$ cat src/rtl/abuf_pkg.sv
package abuf_pkg;
  typedef enum logic [1:0] {
    RGN_CLASS  = 2'd0,
    RGN_SHARED = 2'd1,
    RGN_PORT   = 2'd2,
    RGN_NONE   = 2'd3
  } region_e;

  localparam int N_CLS = 3;
endpackage

$ cat src/rtl/abuf_slot_cnt.sv
module abuf_slot_cnt #(
  parameter int CNT_W = 8
) (
  input  logic             clk,
  input  logic             rst_n,
  input  logic [CNT_W-1:0] limit,
  input  logic             inc,
  input  logic             dec,
  output logic             avail,
  output logic             under
);
  logic [CNT_W-1:0] cnt_q, cnt_d, cnt_after;
  logic             dec_ok, inc_ok, cnt_en;

  always_comb begin
    dec_ok    = dec && (cnt_q != '0);
    under     = dec && (cnt_q == '0);
    cnt_after = cnt_q - CNT_W'(dec_ok);
    avail     = cnt_after < limit;
    inc_ok    = inc && avail;
    cnt_d     = cnt_after + CNT_W'(inc_ok);
    cnt_en    = dec_ok || inc_ok;
  end

  always_ff @(posedge clk or negedge rst_n) begin
    if (!rst_n)      cnt_q <= '0;
    else if (cnt_en) cnt_q <= cnt_d;
  end
endmodule

$ cat src/rtl/abuf_place.sv
module abuf_place import abuf_pkg::*; #(
  parameter int N_PORTS = 10,
  parameter int PORT_W  = 4,
  parameter int IDX_W   = 4
) (
  input  logic                req,
  input  logic [2:0]          prio,
  input  logic [PORT_W-1:0]   port,
  input  logic [N_CLS-1:0]    cls_avail,
  input  logic                sh_avail,
  input  logic [N_PORTS-1:0]  prt_avail,
  output region_e             rgn,
  output logic [IDX_W-1:0]    idx,
  output logic [N_CLS-1:0]    cls_inc,
  output logic                sh_inc,
  output logic [N_PORTS-1:0]  prt_inc
);
  logic [1:0] pair;
  logic [1:0] cidx;
  logic       port_room;

  always_comb begin
    pair      = prio[2:1];
    cidx      = pair - 2'd1;
    port_room = 1'b0;
    for (int i = 0; i < N_PORTS; i++)
      if (port == PORT_W'(i)) port_room = prt_avail[i];

    if (pair != 2'd0 && cls_avail[cidx]) begin
      rgn = RGN_CLASS;
      idx = IDX_W'(cidx);
    end else if (sh_avail) begin
      rgn = RGN_SHARED;
      idx = '0;
    end else if (port_room) begin
      rgn = RGN_PORT;
      idx = IDX_W'(port);
    end else begin
      rgn = RGN_NONE;
      idx = '0;
    end

    for (int i = 0; i < N_CLS; i++)
      cls_inc[i] = req && rgn == RGN_CLASS && idx == IDX_W'(i);
    sh_inc = req && rgn == RGN_SHARED;
    for (int i = 0; i < N_PORTS; i++)
      prt_inc[i] = req && rgn == RGN_PORT && idx == IDX_W'(i);
  end
endmodule

$ cat src/rtl/abuf_admit.sv
module abuf_admit import abuf_pkg::*; #(
  parameter int CNT_W    = 8,
  parameter int N_PORTS  = 10,
  parameter int CPU_PORT = 8,
  parameter int GIG_PORT = 9,
  localparam int PORT_W  = $clog2(N_PORTS),
  localparam int IDX_W   = (PORT_W > 2) ? PORT_W : 2
) (
  input  logic                   clk,
  input  logic                   rst_n,
  input  logic [CNT_W-1:0]       cfg_tmp_size,
  input  logic [CNT_W-1:0]       cfg_shared_size,
  input  logic [N_CLS*CNT_W-1:0] cfg_cls_size,
  input  logic [CNT_W-1:0]       cfg_slow_size,
  input  logic [CNT_W-1:0]       cfg_cpu_size,
  input  logic [CNT_W-1:0]       cfg_gig_size,
  input  logic                   arr_valid,
  output logic                   arr_ok,
  output logic                   arr_nobuf,
  input  logic                   cls_valid,
  input  logic [2:0]             cls_prio,
  input  logic [PORT_W-1:0]      cls_port,
  output logic                   plc_valid,
  output logic                   plc_drop,
  output logic [1:0]             plc_region,
  output logic [IDX_W-1:0]       plc_index,
  input  logic                   free_valid,
  input  logic [1:0]             free_region,
  input  logic [IDX_W-1:0]       free_index,
  output logic                   err_flag
);
  logic               tmp_avail, tmp_under;
  logic [N_CLS-1:0]   cls_avail, cls_inc, cls_dec, cls_under;
  logic               sh_avail, sh_inc, sh_dec, sh_under;
  logic [N_PORTS-1:0] prt_avail, prt_inc, prt_dec, prt_under;
  region_e            rgn;
  logic [IDX_W-1:0]   idx;

  abuf_slot_cnt #(.CNT_W(CNT_W)) u_tmp (
    .clk(clk), .rst_n(rst_n), .limit(cfg_tmp_size),
    .inc(arr_valid), .dec(cls_valid), .avail(tmp_avail), .under(tmp_under));

  assign sh_dec = free_valid && free_region == RGN_SHARED;
  abuf_slot_cnt #(.CNT_W(CNT_W)) u_shared (
    .clk(clk), .rst_n(rst_n), .limit(cfg_shared_size),
    .inc(sh_inc), .dec(sh_dec), .avail(sh_avail), .under(sh_under));

  for (genvar c = 0; c < N_CLS; c++) begin : g_cls
    assign cls_dec[c] = free_valid && free_region == RGN_CLASS && free_index == IDX_W'(c);
    abuf_slot_cnt #(.CNT_W(CNT_W)) u_cnt (
      .clk(clk), .rst_n(rst_n), .limit(cfg_cls_size[c*CNT_W +: CNT_W]),
      .inc(cls_inc[c]), .dec(cls_dec[c]), .avail(cls_avail[c]), .under(cls_under[c]));
  end

  for (genvar p = 0; p < N_PORTS; p++) begin : g_prt
    logic [CNT_W-1:0] lim;
    if (p == CPU_PORT)      begin : g_cpu  assign lim = cfg_cpu_size;  end
    else if (p == GIG_PORT) begin : g_gig  assign lim = cfg_gig_size;  end
    else                    begin : g_slow assign lim = cfg_slow_size; end
    assign prt_dec[p] = free_valid && free_region == RGN_PORT && free_index == IDX_W'(p);
    abuf_slot_cnt #(.CNT_W(CNT_W)) u_cnt (
      .clk(clk), .rst_n(rst_n), .limit(lim),
      .inc(prt_inc[p]), .dec(prt_dec[p]), .avail(prt_avail[p]), .under(prt_under[p]));
  end

  abuf_place #(.N_PORTS(N_PORTS), .PORT_W(PORT_W), .IDX_W(IDX_W)) u_place (
    .req(cls_valid), .prio(cls_prio), .port(cls_port),
    .cls_avail(cls_avail), .sh_avail(sh_avail), .prt_avail(prt_avail),
    .rgn(rgn), .idx(idx), .cls_inc(cls_inc), .sh_inc(sh_inc), .prt_inc(prt_inc));

  logic             arr_ok_d, arr_nobuf_d, plc_valid_d, plc_drop_d, err_d;
  logic [1:0]       plc_region_d;
  logic [IDX_W-1:0] plc_index_d;

  always_comb begin
    arr_ok_d     = arr_valid && tmp_avail;
    arr_nobuf_d  = arr_valid && !tmp_avail;
    plc_valid_d  = cls_valid;
    plc_drop_d   = cls_valid && rgn == RGN_NONE;
    plc_region_d = cls_valid ? rgn : 2'd0;
    plc_index_d  = cls_valid ? idx : '0;
    err_d        = err_flag || tmp_under || sh_under || (|cls_under) || (|prt_under);
  end

  always_ff @(posedge clk or negedge rst_n) begin
    if (!rst_n) begin
      arr_ok     <= 1'b0;
      arr_nobuf  <= 1'b0;
      plc_valid  <= 1'b0;
      plc_drop   <= 1'b0;
      plc_region <= 2'd0;
      plc_index  <= '0;
      err_flag   <= 1'b0;
    end else begin
      arr_ok     <= arr_ok_d;
      arr_nobuf  <= arr_nobuf_d;
      plc_valid  <= plc_valid_d;
      plc_drop   <= plc_drop_d;
      plc_region <= plc_region_d;
      plc_index  <= plc_index_d;
      err_flag   <= err_d;
    end
  end
endmodule

$ cat config.mk
export PLATFORM = sky130hd
export DESIGN_NAME = abuf_admit
export DESIGN_NICKNAME = d
export VERILOG_FILES = /design/src/rtl/abuf_pkg.sv /design/src/rtl/abuf_slot_cnt.sv /design/src/rtl/abuf_place.sv /design/src/rtl/abuf_admit.sv
export SDC_FILE = /design/constraint.sdc
export NUM_CORES = 1
export LEC_CHECK = 0
export ABC_AREA = 0
export BUFFER_PORTS_ARGS = -buffer_cell sky130_fd_sc_hd__clkbuf_2
export CAP_MARGIN = 20
export CORE_MARGIN = 5
export CORE_UTILIZATION = 55
export DETAILED_ROUTE_END_ITERATION = 16
export PLACE_DENSITY = 0.74
export SLEW_MARGIN = 5
export SYNTH_ARGS = -nofsm -noshare
export SYNTH_HDL_FRONTEND = slang
export SYNTH_SLANG_ARGS = --single-unit
$ cat constraint.sdc
create_clock -name clk -period 12.4 [get_ports clk]
set_clock_uncertainty 0.1 [all_clocks]
set_input_delay 2.48 -clock clk [delete_from_list [all_inputs] [get_ports clk]]
set_output_delay 2.48 -clock clk [all_outputs]
set_load 0.005 [all_outputs]
== Word-level counts from Yosys, hierarchy flattened ==
Cells that the tools add are included.

* Bits in registers: 131
* Input bits: 82
* Output and inout port bits: 11
* Word-level logic and storage cells: 259

* $add $sub $neg: 31
* $lt $le $gt $ge: 16
* Equal/unequal tests: 32
* Mux-type cells: 20
* Reductions and logical operators: 138

{| class="wikitable"
|+ Operators with widths
! kind !! count
|-
| 8-bit by 1-bit adder with 8-bit output || 15
|-
| 8-bit logical NOT || 15
|-
| 8-bit less-than comparator || 15
|-
| 8-bit nonzero test || 15
|-
| 8-bit by 1-bit subtractor with 8-bit output || 15
|-
| 1-bit logical AND || 80
|-
| 4-bit by 3-bit == test with 1-bit output, second input constant || 12
|-
| 4-bit by 2-bit == test with 1-bit output, second input constant || 6
|-
| 4-bit == test, second input constant || 6
|-
| 1-bit logical OR || 19
|-
| 4-bit 2-to-1 mux || 4
|-
| 4-bit by 1-bit == test with 1-bit output, second input constant || 3
|-
| 4-bit logical NOT || 3
|-
| 1-bit 2-to-1 mux || 12
|-
| 10-bit OR reduction || 1
|-
| 2-bit == test, second input constant || 3
|-
| 2-bit 2-to-1 mux || 3
|-
| 2-bit by 1-bit == test with 1-bit output, second input constant || 2
|-
| 2-bit logical NOT || 2
|-
| 2-bit by 3-bit less-than comparator with 1-bit output, second input constant || 1
|-
| 3-bit OR reduction || 1
|-
| 1-bit binary-select mux with 2-bit select || 1
|-
| 2-bit nonzero test || 1
|-
| 2-bit by 1-bit subtractor with 2-bit output, second input constant || 1
|-
| 1-bit logical NOT || 1
|}

== Longest topological paths before layout ==
Gate-level depths: netlist of the first run.

* Word-level depth: 24
* Depth in mapped cells: 32
* Gate-level depth less buffers: 30

== Modules after synthesis ==
From an unflattened synthesis of the first run, not the netlist that was laid out.

* Cells, all modules: 1,616
* Area total of the unflattened synthesis: 14,656.6 um2

{| class="wikitable"
|+ Modules (own cells, without submodules)
! module !! instances !! cells each !! area an instance (um2) !! seq. area each (um2)
|-
| abuf_slot_cnt at g_cls[2].u_cnt ... || 10 || 99 || 894.6 || 200.2
|-
| abuf_slot_cnt at g_cls[0].u_cnt ... || 3 || 100 || 928.4 || 200.2
|-
| abuf_slot_cnt at g_cls[1].u_cnt ... || 2 || 101 || 905.9 || 200.2
|-
| abuf_place || 1 || 75 || 570.5 || 0.0
|-
| abuf_admit || 1 || 49 || 543.0 || 275.3
|}

== Worst setup path after synthesis of the first run ==
OpenSTA, ideal clock, no wires.

* Path type: input -> register
* From: in free_valid
* To: reg g_prt[9].u_cnt.cnt_q[3]
* Library setup time: 0.079 ns
* Arrival time: 8.088 ns
* Required time: 12.221 ns
* Path slack: 4.133 ns
* Stages on the path: 29
* Buffers on the path: 2
* Path through: nor2b_1 -> nand2_1 -> nor2_1 -> nand2_1 -> nor3b_1 -> ha_1 -> nand2_1 -> or2_2 -> nor2_1 -> xor2_1 -> ha_1 -> a21o_1 -> a211oi_1 -> a21oi_1 -> a311o_1 -> a211o_1 -> nand4b_1 -> and2_1 -> buf_6 -> clkbuf_1 -> and3_1 -> ha_1 -> nor2b_1 -> nand2_1 -> mux2_2 -> o22ai_1 -> nand4_1 -> o21ai_0 -> xor2_1

* Word-level cells in the longest chain between the ends: 23
* Elaborated cells on any way between the ends: 84
* Those cells by class: add/sub (15); order compare (14); eq/ne (2); mux (18); reduce/logical (35)

{| class="wikitable"
|+ Ends and longest elaborated chain
! item !! RTL line !! text
|-
| start, declared || abuf_admit.sv:27 || <nowiki>input logic free_valid,</nowiki>
|-
| 1-bit logical AND (2 in series) || abuf_admit.sv:60 || <nowiki>assign prt_dec[p] = free_valid && free_region == RGN_PORT && free_index == IDX_W'(p);</nowiki>
|-
| 1-bit logical AND || abuf_slot_cnt.sv:16 || <nowiki>dec_ok = dec && (cnt_q != '0);</nowiki>
|-
| 8-bit by 1-bit subtractor with 8-bit output || abuf_slot_cnt.sv:18 || <nowiki>cnt_after = cnt_q - CNT_W'(dec_ok);</nowiki>
|-
| 8-bit less-than comparator || abuf_slot_cnt.sv:19 || <nowiki>avail = cnt_after < limit;</nowiki>
|-
| 1-bit 2-to-1 mux (10 in series) || abuf_place.sv:27 || <nowiki>if (port == PORT_W'(i)) port_room = prt_avail[i];</nowiki>
|-
| 1-bit 2-to-1 mux || abuf_place.sv:35 || <nowiki>end else if (port_room) begin</nowiki>
|-
| 2-bit 2-to-1 mux || abuf_place.sv:32 || <nowiki>end else if (sh_avail) begin</nowiki>
|-
| 2-bit 2-to-1 mux || abuf_place.sv:29 || <nowiki>if (pair != 2'd0 && cls_avail[cidx]) begin</nowiki>
|-
| 2-bit == test || abuf_place.sv:47 || <nowiki>prt_inc[i] = req && rgn == RGN_PORT && idx == IDX_W'(i);</nowiki>
|-
| 1-bit logical AND (2 in series) || abuf_place.sv:47 ||
|-
| 1-bit logical AND || abuf_slot_cnt.sv:20 || <nowiki>inc_ok = inc && avail;</nowiki>
|-
| 8-bit by 1-bit adder with 8-bit output or 1-bit logical OR (tied branches) || abuf_slot_cnt.sv:21, abuf_slot_cnt.sv:22 ||
|-
| end signal, assigned || abuf_slot_cnt.sv:27 || <nowiki>else if (cnt_en) cnt_q <= cnt_d;</nowiki>
|-
| end, declared || abuf_slot_cnt.sv:12 || <nowiki>logic [CNT_W-1:0] cnt_q, cnt_d, cnt_after;</nowiki>
|}

Parallel ways exist; a longest one is shown, timed or not. The select of a mux whose other input is x is not followed.
A chain may end at the register's enable or synchronous reset.

== Worst setup path after layout of the first run ==
Same ends and word-level chain as after synthesis.

==> metrics.txt, run 1 <==
vias in the first global route 10930; Core Area 23540 sq um; Post-DRT Antenna Nets 0; H-tree depth reported by CTS 4; CTS tree yes; sequential share of the synthesized area 24.92%; outcome finished, final reports clean; Netlist Area Pre-Place 13150 sq um; Root Buffer clkbuf_16; most frequent cells in the layout 174 x nand2_1, 166 x ha_1, 159 x inv_1; Via density 5.747; Post-Route Setup TNS 0 ns; critical path's most frequent cell nand2_1; CTS buffer count 17; max_slew headroom 24.36%; commonest non-fill, non-tap cell in the layout nand2_1; post_cts resized 0; Mapped Cells 1616; WP data arrival 9.75 ns; slowest cell delay on critical path 0.79 ns; GRT Total Usage 23.74%; Clock power frac 34.1%; crit path max fanout 17; largest net degree at the start of global routing 70; Req. time, crit path 12.66 ns; Yosys top cell area share 24.92%; CP max-delay cell nor3b_1; Hold Path Class flop to flop; P_int 1.022 mW; drt first pass iters 5; clock transition at the registers of the reported paths 0.06 ns; Post-DP HPWL 24160 microns; worst slew pin tran 1.130 ns; Final #Nets 1915; Area Overhead vs Synth 9.580%; I/O Pins 93; RSZ-0062 raised after global routing false; share of cells above drive strength 1 10.07%; grt met3 use 5.216%; full die area 27110 sq um; number of synthesis warnings 0; GRT met1 Usage 30.94%; Initial Util 55.87%; Die Y 164.6 microns; Crit Path Category primary input to flop; fin crit share 76.56%; clk sink count 131; final wirelength 31560 microns; final setup fails 0; Post-synth EDFFs 0; Horiz. Die Dim 164.6 microns; PD cells 109.5 nW/um^2; switching power 555.7 uW; # hold bufs at CTS 0; type of origin of the critical path primary input; Multi-input gate area 9022 sq um; Tot Pwr 1.578 mW; initial antenna violation count 2; combinational power share 31.0%; postcts setup bufs 0; VDD IR max 0.06194 mV; residual DRC count 0; area leader, netlist dfrtp_1; CP Capture Type flop; max_cap viols 0; register area 3278 sq um; Avg WL per Cell 15.79 microns; CP top delay family simple AND/OR/NAND/NOR gates; site row count 56; top cells by area, synth dfrtp_1 25%, ha_1 16%, xnor2_1 6.6%, xor2_1 6.2%, nand2_1 5.0%; global-route wire length before repair 52360 microns; library cells used by synthesis 80; final hold violation count 0; clk_lat worst skew 0.44 ns; Iter 0 DRT Violations 745; placer congestion estimate 0.9404; post-route core utilization 61.22%; final cell count without fillers 1999; filler instances 2068; #FFs+latches synth 131; minimum clock period 9.494 ns; PortBufs 91; met2 usage 39.10%; Slew Limit Fails 0; Flop pwr share 34.9%; syn nets 1864; ys flop type dfrtp_1; Leak 7.401 nW; fmax 105.3 MHz; via count 11490; clock tree buffer depth 2; Syn Area/Cell 8.139 sq um; busiest grt layer met2; dpl cells 1967; gr ovfl total 0; Post-synth ARST share 100.0%; sw frac 35.22%; Bufs and invs on worst path 1
## final cells by class
type | count | area share [%]
antenna | 1 | 0.01736
clock buffer | 20 | 3.238
clock inverter | 11 | 1.050
inverter | 160 | 4.167
multi-input combinational | 1262 | 62.60
sequential | 131 | 22.74
tap | 319 | 2.769
timing repair buffer | 95 | 3.412
## per-layer routing
metal | part of all wire [%] | routed length [microns]
met5 | 0.079 | 25
met2 | 46 | 14370
met3 | 5.8 | 1840
met4 | 2.5 | 787
met1 | 46 | 14540
## flip-flops by register name, summed over array words and instances, names as in the netlist
signal / cells
arr_ok: 1
g_prt.u_cnt.cnt_q: 80
plc_region: 2
g_cls.u_cnt.cnt_q: 24
plc_drop: 1
u_shared.cnt_q: 8
err_flag: 1
plc_index: 4
u_tmp.cnt_q: 8
plc_valid: 1
arr_nobuf: 1
## kinds of logic (layout without fill, tap and decap cells)
kind of cell    count (synthesis)  after routing  synth area share, %
compound gates                262            262                13.31
xor+xnor                      192            192                12.79
fa+ha+maj                     166            166                15.79
buf+inv                       223            286                6.478
flops                         131            131                24.92
mux                            45             45                3.815
other cells                     0              1                    0
simple gates                  597            597                22.90
## stage by stage
step	hold WS [ns]	instance area (sq um)	setup WS, ns
final	0.4125	14410	2.906
after global routing	0.4320	14410	2.363
after CTS	0.4125	14410	3.047
after detailed placement	0.3960	13790	2.604
after global placement	0.3748	13790	2.759
after floorplan	0.3581	13150	4.133
## power by group through the flow
stage,sequential (mW),combinational (mW),clock [mW]
global placement,0.554,0.469,0
finish,0.551,0.488,0.539
CTS,0.550,0.490,0.546
floorplan,0.527,0.382,0
detailed placement,0.557,0.487,0
global route,0.559,0.561,0.563
## path summary, 6_finish.rpt
path,start,endpoint,slack (ns),cells past startpoint
min reg2reg,g_prt[3].u_cnt.cnt_q[5]$_DFFE_PN0P_,g_prt[3].u_cnt.cnt_q[5]$_DFFE_PN0P_,0.41,1
max,free_valid,g_prt[9].u_cnt.cnt_q[3]$_DFFE_PN0P_,2.91,27
max reg2reg,g_prt[9].u_cnt.cnt_q[2]$_DFFE_PN0P_,g_prt[9].u_cnt.cnt_q[3]$_DFFE_PN0P_,4.95,24
min in group asynchronous,rst_n,g_cls[1].u_cnt.cnt_q[4]$_DFFE_PN0P_,1.91,1
max in group asynchronous,rst_n,u_tmp.cnt_q[3]$_DFFE_PN0P_,8.95,2
min,g_prt[3].u_cnt.cnt_q[5]$_DFFE_PN0P_,g_prt[3].u_cnt.cnt_q[5]$_DFFE_PN0P_,0.41,1
## synthesized netlist by cell type (5+ instances only)
cell        n
nor3b_1    17
o21a_1     10
a211oi_1    7
nor4_1     18
and2_1     12
inv_1     159
a211o_1     5
nor2b_1    34
buf_2       6
a21oi_1    59
buf_1       6
ha_1      166
mux2i_1    15
nand4_1    19
o32ai_1     5
dfrtp_1   131
nand3_1    55
o211ai_1    9
nand4b_1   12
mux2_1      8
o21ai_1     6
o22ai_1     5
and3_1     24
nor3_1     51
or2_2       7
nor2_1    109
clkbuf_1   50
nand2_1   174
nand2b_1   17
a21o_1     15
xnor2_1    99
or3_1      10
o21ai_0    69
a31oi_1    11
mux2_2     18
xor2_1     93
nand3b_1   22
## worst reg2reg max path, delay by kind of cell, from the launching register on
family,cells,cell delay [ns]
AND/OR/NAND/NOR,11,3.22
AO/OA/AOI/OAI,7,2.09
adder cells (fa/ha/maj),3,0.76
flip-flops,1,0.52
XOR/XNOR,2,0.41
multiplexers,1,0.27
No activity file was read; power rests on OpenSTA's default activity.
==> run 2: changes to the inputs <==
ABC_AREA = 1   (was 0)
PLACE_DENSITY = 0.77   (was 0.74)
clock period = 7.6 ns   (was 12.4 ns; I/O delays follow)
==> metrics.txt, run 2 <==
Placement Setup Slack 0.4469 ns (-2.157 ns); max_cap viols 0 (unchanged); Post-DP Area 13440 sq um (-2.6%); post_cts resized 0 (unchanged); H-tree depth reported by CTS 4 (unchanged); Post-synth EDFFs 0 (unchanged); fin area 13980 sq um (-3.0%); worst hold path depth 2 (+1); CP Capture Type flop; Hold Path Class flop to flop; area leader, netlist dfrtp_1; Root Buffer clkbuf_16; clk sink count 131 (unchanged); final worst slack 0.8427 ns (-2.064 ns); type of origin of the critical path primary input; Via density 5.262 (-8.5%); CP max-delay cell o211ai_4; Multi-input gate area 8351 sq um (-7.4%); Horiz. Die Dim 161.6 microns (-1.8%); PortBufs 91 (unchanged); top cells by area, synth dfrtp_1 26%, ha_1 16%, nand2_1 13%, inv_1 7.2%, nand3_1 6.8%; site row count 55 (-1.8%); # hold bufs at CTS 0 (unchanged); commonest non-fill, non-tap cell in the layout nand2_1; Flop pwr share 35.3% (+0.4 points); top cells by count, synth 437 x nand2_1, 244 x inv_1, 173 x nand3_1, 166 x ha_1, 153 x nor2_1; share of cells above drive strength 1 10.27% (+0.20 points); R2R setup slack 1.94 ns (-3.01 ns); minimum clock period 6.757 ns; ys flop type dfrtp_1; residual DRC count 0 (unchanged); RSZ-0062 raised after global routing false; Mapped Cells 1732 (+7.2%); library cells used by synthesis 53 (-34%); Core Area 22640 sq um (-3.8%); full die area 26120 sq um (-3.6%); CTS buffer count 17 (unchanged); Iter 0 DRT Violations 654 (-12%); gr ovfl total 0 (unchanged); Reg with most FFs g_prt.u_cnt.cnt_q; Post-DRT Antenna Nets 0 (unchanged); register area 3278 sq um (unchanged); Yosys top cell area share 25.93% (+1.0 points); P_int 1.488 mW (+46%); Post-DP HPWL 22730 microns (-5.9%); RR Startpoint g_prt[3].u_cnt.cnt_q[2]$_DFFE_PN0P_; syn nets 1980 (+6.2%); combinational power share 32.6% (+1.6 points); slowest cell delay on critical path 0.51 ns (-0.28 ns); CTS tree yes; Initial Util 55.85% (about the same); largest net degree at the start of global routing 77 (+10%); drt first pass iters 5 (unchanged); Slew Limit Fails 0 (unchanged); fmax 148.0 MHz; via count 11240 (-2.1%); Req. time, crit path 7.81 ns (-4.85 ns); min-delay src g_prt[8].u_cnt.cnt_q[0]$_DFFE_PN0P_; I/O Pins 93 (unchanged); VDD IR max 0.1399 mV (+130%); dpl cells 2105 (+7.0%); Syn Area/Cell 7.301 sq um (-10%); filler instances 1960 (-5.2%); sequential share of the synthesized area 25.93% (+1.0 points); most frequent cells in the layout 437 x nand2_1, 244 x inv_1, 173 x nand3_1; WP data arrival 6.97 ns (-2.78 ns); final setup fails 0 (unchanged); hold endpoint g_prt[8].u_cnt.cnt_q[0]$_DFFE_PN0P_; Netlist Area Pre-Place 12640 sq um (-3.9%); Clock power frac 32.1% (-2.0 points); GRT Total Usage 22.93% (-0.81 points); Final #Nets 2087 (+9.0%); FF-to-FF End g_prt[6].u_cnt.cnt_q[7]$_DFFE_PN0P_; Post-Route Setup TNS 0 ns (unchanged); initial antenna violation count 2 (unchanged); crit path max fanout 10 (-7); clock transition at the registers of the reported paths 0.06 ns (about the same); #FFs+latches synth 131 (unchanged); Leak 8.057 nW (+8.9%); Avg WL per Cell 13.58 microns (-14%); biggest regs g_prt.u_cnt.cnt_q (80), g_cls.u_cnt.cnt_q (24); hold_ws 0.4059 ns (-0.006613 ns); worst reg-to-reg path cell count 32 (+33%); Crit Path Category primary input to flop; number of synthesis warnings 0 (unchanged); postcts setup bufs 0 (unchanged); Post-synth ARST share 100.0% (unchanged); switching power 870.3 uW (+57%); worst slew pin tran 1.006 ns (-0.1247 ns); Area Overhead vs Synth 10.53%; final wirelength 29020 microns (-8.0%); fin crit share 88.91%; vias in the first global route 10830 (-0.91%); placer congestion estimate 0.8890 (-5.5%); PD cells 168.7 nW/um^2 (+54%); sw frac 36.91% (+1.7 points); final hold violation count 0 (unchanged); clk_lat worst skew 0.43 ns (about the same); Die Y 161.6 microns (-1.8%); max reg flops 80 (unchanged); global-route wire length before repair 49990 microns (-4.5%); max_slew headroom 32.95% (+8.6 points); final cell count without fillers 2137 (+6.9%); most frequent cell after synthesis nand2_1; clock tree buffer depth 2 (unchanged); outcome finished, final reports clean
## run 2: changes by cell type in the layout (fill, tap and decap cells not counted), moves of 19 or more
cell / previous run / this run
nand2_1: 174 / 437
nand3_1: 55 / 173
nor2_1: 109 / 153
o21ai_0: 69 / 21
inv_1: 159 / 244
and3_1: 24 / 1
nor2b_1: 34 / 0
xnor2_1: 99 / 73
nor3_1: 51 / 32
## run 2: power by group through the flow
stage	combinational, mW	clock, mW	sequential, mW
finish	0.769	0.756	0.833
global route	0.892	0.801	0.844
CTS	0.774	0.768	0.832
detailed placement	0.768	0	0.843
global placement	0.743	0	0.842
floorplan	0.580	0	0.831
## run 2: area by class of cell
class                           count  share of cell area, %
Clock buffer                       19                  3.241
Timing Repair Buffer               92                  3.357
Clock inverter                     11                 0.5819
Multi-Input combinational cell   1336                  59.75
Inverter                          261                  7.028
Tap cell                          285                  2.551
Antenna cell                        2                0.03581
Sequential cell                   131                  23.46
## run 2: layer usage
layer	vias up	global-route usage, %	wire, microns
met5	-	0	0
met4	0	7.612	716
met3	49	3.674	1178
met2	214	38.88	13790
met1	5178	30.00	13340
li1	5803	-	-
## run 2: critical path, delay by kind of cell
kind	cells	cell delay, ns
AND/OR/NAND/NOR	18	2.84
AO/OA/AOI/OAI	5	1.00
adder cells (fa/ha/maj)	3	0.68
buffers and inverters	5	0.47
XOR/XNOR	2	0.42
## run 2: logic make-up after synthesis
logic type                 share of synthesized area [%]
adders and majority gates                          16.43
DFF                                                25.93
buffers and inverters                              8.035
xor gates and xnor gates                           11.15
and+or+nand+nor                                    32.99
AOI/OAI and AO/OA                                  5.472
## run 2: worst max path at each step
stage | start | endpoint | slack [ns]
after floorplan | free_index[3] | g_prt[3].u_cnt.cnt_q[7]$_DFFE_PN0P_ | 1.43
after global placement | free_region[1] | g_prt[3].u_cnt.cnt_q[7]$_DFFE_PN0P_ | 0.59
after detailed placement | free_index[2] | g_prt[2].u_cnt.cnt_q[7]$_DFFE_PN0P_ | 0.45
after CTS | free_region[1] | g_prt[2].u_cnt.cnt_q[7]$_DFFE_PN0P_ | 0.88
after global routing | free_region[1] | g_prt[2].u_cnt.cnt_q[7]$_DFFE_PN0P_ | 0.34
final | free_region[1] | g_prt[3].u_cnt.cnt_q[7]$_DFFE_PN0P_ | 0.84
## run 2: through the flow
| step | power, mW | util (%) |
|---|---|---|
| after floorplan | 1.411 | - |
| after global placement | 1.585 | 59.35 |
| after detailed placement | 1.612 | 59.35 |
| after CTS | 2.373 | 61.71 |
| after global routing | 2.536 | 61.73 |
| final | 2.358 | 61.73 |
==> run 3: changes to the inputs <==
CTS_BUF_LIST = sky130_fd_sc_hd__clkbuf_2   (was default)
PLACE_DENSITY = 0.76   (was 0.77)
SYNTH_HIERARCHICAL = 1   (was default)
==> metrics.txt, run 3 <==
outcome finished, final reports clean; Iter 0 DRT Violations 757 (+16%); Post-DP Area 15730 sq um (+17%); Hold Path Class flop to flop; Horiz. Die Dim 175.2 microns (+8.4%); Post-synth ARST share 100.0% (unchanged); Reg with most FFs g_prt.u_cnt/cnt_q; clk_lat worst skew 0.73 ns (+0.30 ns); placer congestion estimate 0.9411 (+5.9%); worst reg-to-reg path cell count 33 (+3.1%); max reg flops 80 (unchanged); ys flop type dfrtp_1; commonest non-fill, non-tap cell in the layout nand2_1; syn nets 2577 (+30%); Bufs and invs on worst path 9 (+4); type of origin of the critical path primary input; CP Depth 41 (+24%); Core Area 26950 sq um (+19%); full die area 30700 sq um (+18%); minimum clock period 5.693 ns (-1.064 ns); final setup fails 0 (unchanged); #FFs+latches synth 131 (unchanged); filler instances 2568 (+31%); Yosys top cell area share 21.84% (-4.1 points); crit path max fanout 10 (unchanged); post_cts resized 0 (unchanged); number of synthesis warnings 6 (+6); RR Startpoint g_cls[2].u_cnt/cnt_q[2]$_DFFE_PN0P_; initial antenna violation count 3 (+1); Crit Path Category primary input to flop; H-tree depth reported by CTS 4 (unchanged); gr ovfl total 0 (unchanged); crit path from free_region[0]; R2R setup slack 2.54 ns (+0.60 ns); Initial Util 55.70% (-0.15 points); Post-DP HPWL 27360 microns (+20%); Netlist Area Pre-Place 15010 sq um (+19%); CTS buffer count 17 (unchanged); FF-to-FF End g_prt[7].u_cnt/cnt_q[6]$_DFFE_PN0P_; site row count 60 (+9.1%); share of cells above drive strength 1 18.23% (+8.0 points); Req. time, crit path 8.13 ns (+0.32 ns); Die Y 175.2 microns (+8.4%); CP Capture Type flop; Post-synth EDFFs 0 (unchanged); clock tree buffer depth 2 (unchanged); via count 14070 (+25%); worst slew pin tran 0.8089 ns (-0.1968 ns); most frequent cells in the layout 687 x nand2_1, 439 x inv_1, 209 x nor2_1; VDD IR max 0.1060 mV (-24%); fin crit share 74.91% (-14 points); Area Overhead vs Synth 6.451%; Avg WL per Cell 12.15 microns (-11%); # hold bufs at CTS 0 (unchanged); slowest cell delay on critical path 0.36 ns (-0.15 ns); final wirelength 33740 microns (+16%); residual DRC count 0 (unchanged); Mapped Cells 2329 (+34%); GRT Total Usage 22.35% (-0.58 points); max_cap viols 0 (unchanged); top cells by count, synth 687 x nand2_1, 439 x inv_1, 209 x nor2_1, 166 x ha_1, 160 x nand3_1; Final #Nets 2672 (+28%); I/O Pins 93 (unchanged); global-route wire length before repair 58380 microns (+17%); critical path's most frequent cell nand2_1; sequential share of the synthesized area 21.84% (-4.1 points); RSZ-0062 raised after global routing false; CP max-delay cell nor3_2; vias in the first global route 13360 (+23%); CP top delay family simple AND/OR/NAND/NOR gates; Root Buffer clkbuf_2; area leader, netlist dfrtp_1; fin area 15980 sq um (+14%); max_slew headroom 46.07% (+13 points); most frequent cell after synthesis nand2_1; fmax 175.6 MHz (+19%); biggest regs g_prt.u_cnt/cnt_q (80), g_cls.u_cnt/cnt_q (24); top cells by area, synth dfrtp_1 22%, nand2_1 17%, ha_1 14%, inv_1 11%, nand3_1 5.3%; clock transition at the registers of the reported paths 0.19 ns (+0.13 ns); Via density 5.066 (-3.7%); Critical Path Sink g_prt[7].u_cnt/cnt_q[6]$_DFFE_PN0P_; WP data arrival 6.23 ns (-0.74 ns); postcts setup bufs 0 (unchanged); Post-Route Setup TNS 0 ns (unchanged); Syn Area/Cell 6.446 sq um (-12%); Post-DRT Antenna Nets 0 (unchanged); final hold violation count 0 (unchanged); library cells used by synthesis 29 (-45%); largest net degree at the start of global routing 68 (-12%); drt first pass iters 6 (+1); Leak 8.890 nW (+10%); clk sink count 131 (unchanged); PortBufs 91 (unchanged); Slew Limit Fails 0 (unchanged); CTS tree yes; PD cells 205.4 nW/um^2 (+22%)
-- run 3: kinds of logic after synthesis --
| logic type | count (synthesis) | share of synthesized area [%] |
|---|---|---|
| xor+xnor | 15 | 0.8752 |
| fa+ha+maj | 166 | 13.84 |
| flops | 131 | 21.84 |
| simple gates | 1338 | 42.64 |
| buf+inv | 495 | 13.19 |
| compound gates | 184 | 7.626 |
-- run 3: how the worst min path moves through the flow --
stage                                         from                             endpoint  cells past startpoint
6_report       g_cls[2].u_cnt/cnt_q[7]$_DFFE_PN0P_  g_cls[2].u_cnt/cnt_q[7]$_DFFE_PN0P_                      2
3_5_place_dp         u_shared/cnt_q[7]$_DFFE_PN0P_        u_shared/cnt_q[7]$_DFFE_PN0P_                      2
4_1_cts              u_shared/cnt_q[7]$_DFFE_PN0P_        u_shared/cnt_q[7]$_DFFE_PN0P_                      2
5_1_grt        g_prt[5].u_cnt/cnt_q[7]$_DFFE_PN0P_  g_prt[5].u_cnt/cnt_q[7]$_DFFE_PN0P_                      2
2_1_floorplan  g_cls[0].u_cnt/cnt_q[7]$_DFFE_PN0P_  g_cls[0].u_cnt/cnt_q[7]$_DFFE_PN0P_                      2
3_3_place_gp         u_shared/cnt_q[7]$_DFFE_PN0P_        u_shared/cnt_q[7]$_DFFE_PN0P_                      2
-- run 3: area by class of cell --
type	instances	area (sq um)	share of cell area, %
Timing Repair Buffer	92	469.2	2.936
Multi-Input combinational cell	1703	9754	61.04
Antenna cell	2	5.005	0.03132
Clock buffer	17	85.08	0.5324
Inverter	479	1799	11.26
Clock inverter	13	162.7	1.018
Sequential cell	131	3278	20.51
Tap cell	341	426.7	2.670
-- run 3: routing by layer --
| layer | wire length [microns] | vias to the layer above | track usage [%] | part of all wire [%] |
|---|---|---|---|---|
| met1 | 15590 | 6362 | 28.94 | 46 |
| met3 | 1500 | 56 | 3.786 | 4.4 |
| met2 | 16010 | 301 | 38.46 | 47 |
| li1 | - | 7352 | - | - |
| met5 | 13 | - | 0 | 0.039 |
| met4 | 625 | 2 | 6.416 | 1.9 |
-- run 3: worst min-delay path, stage by stage, from the launching register on --
cell and delay [ns]:
dfrtp_1 0.42, nand2_1 0.07, nand2_1 0.06
-- run 3: power by group --
part	internal, mW	total [mW]	switching [mW]
sequential	0.872	1.06	0.185
clock	0.180	0.465	0.285
combinational	0.610	1.76	1.15
-- run 3: metrics by stage --
stage	utilization [%]	power [mW]	hold slack, ns	setup slack (ns)	cells
3_5_place_dp	58.36	2.823	0.4102	1.145	2746
3_3_place_gp	58.36	2.748	0.4087	1.288	2746
6_report	59.29	3.283	0.4574	1.907	2778
5_1_grt	59.29	3.632	0.4907	1.455	2778
4_1_cts	59.28	3.305	0.4572	1.975	2776
2_1_floorplan	-	2.438	0.3832	2.227	2329
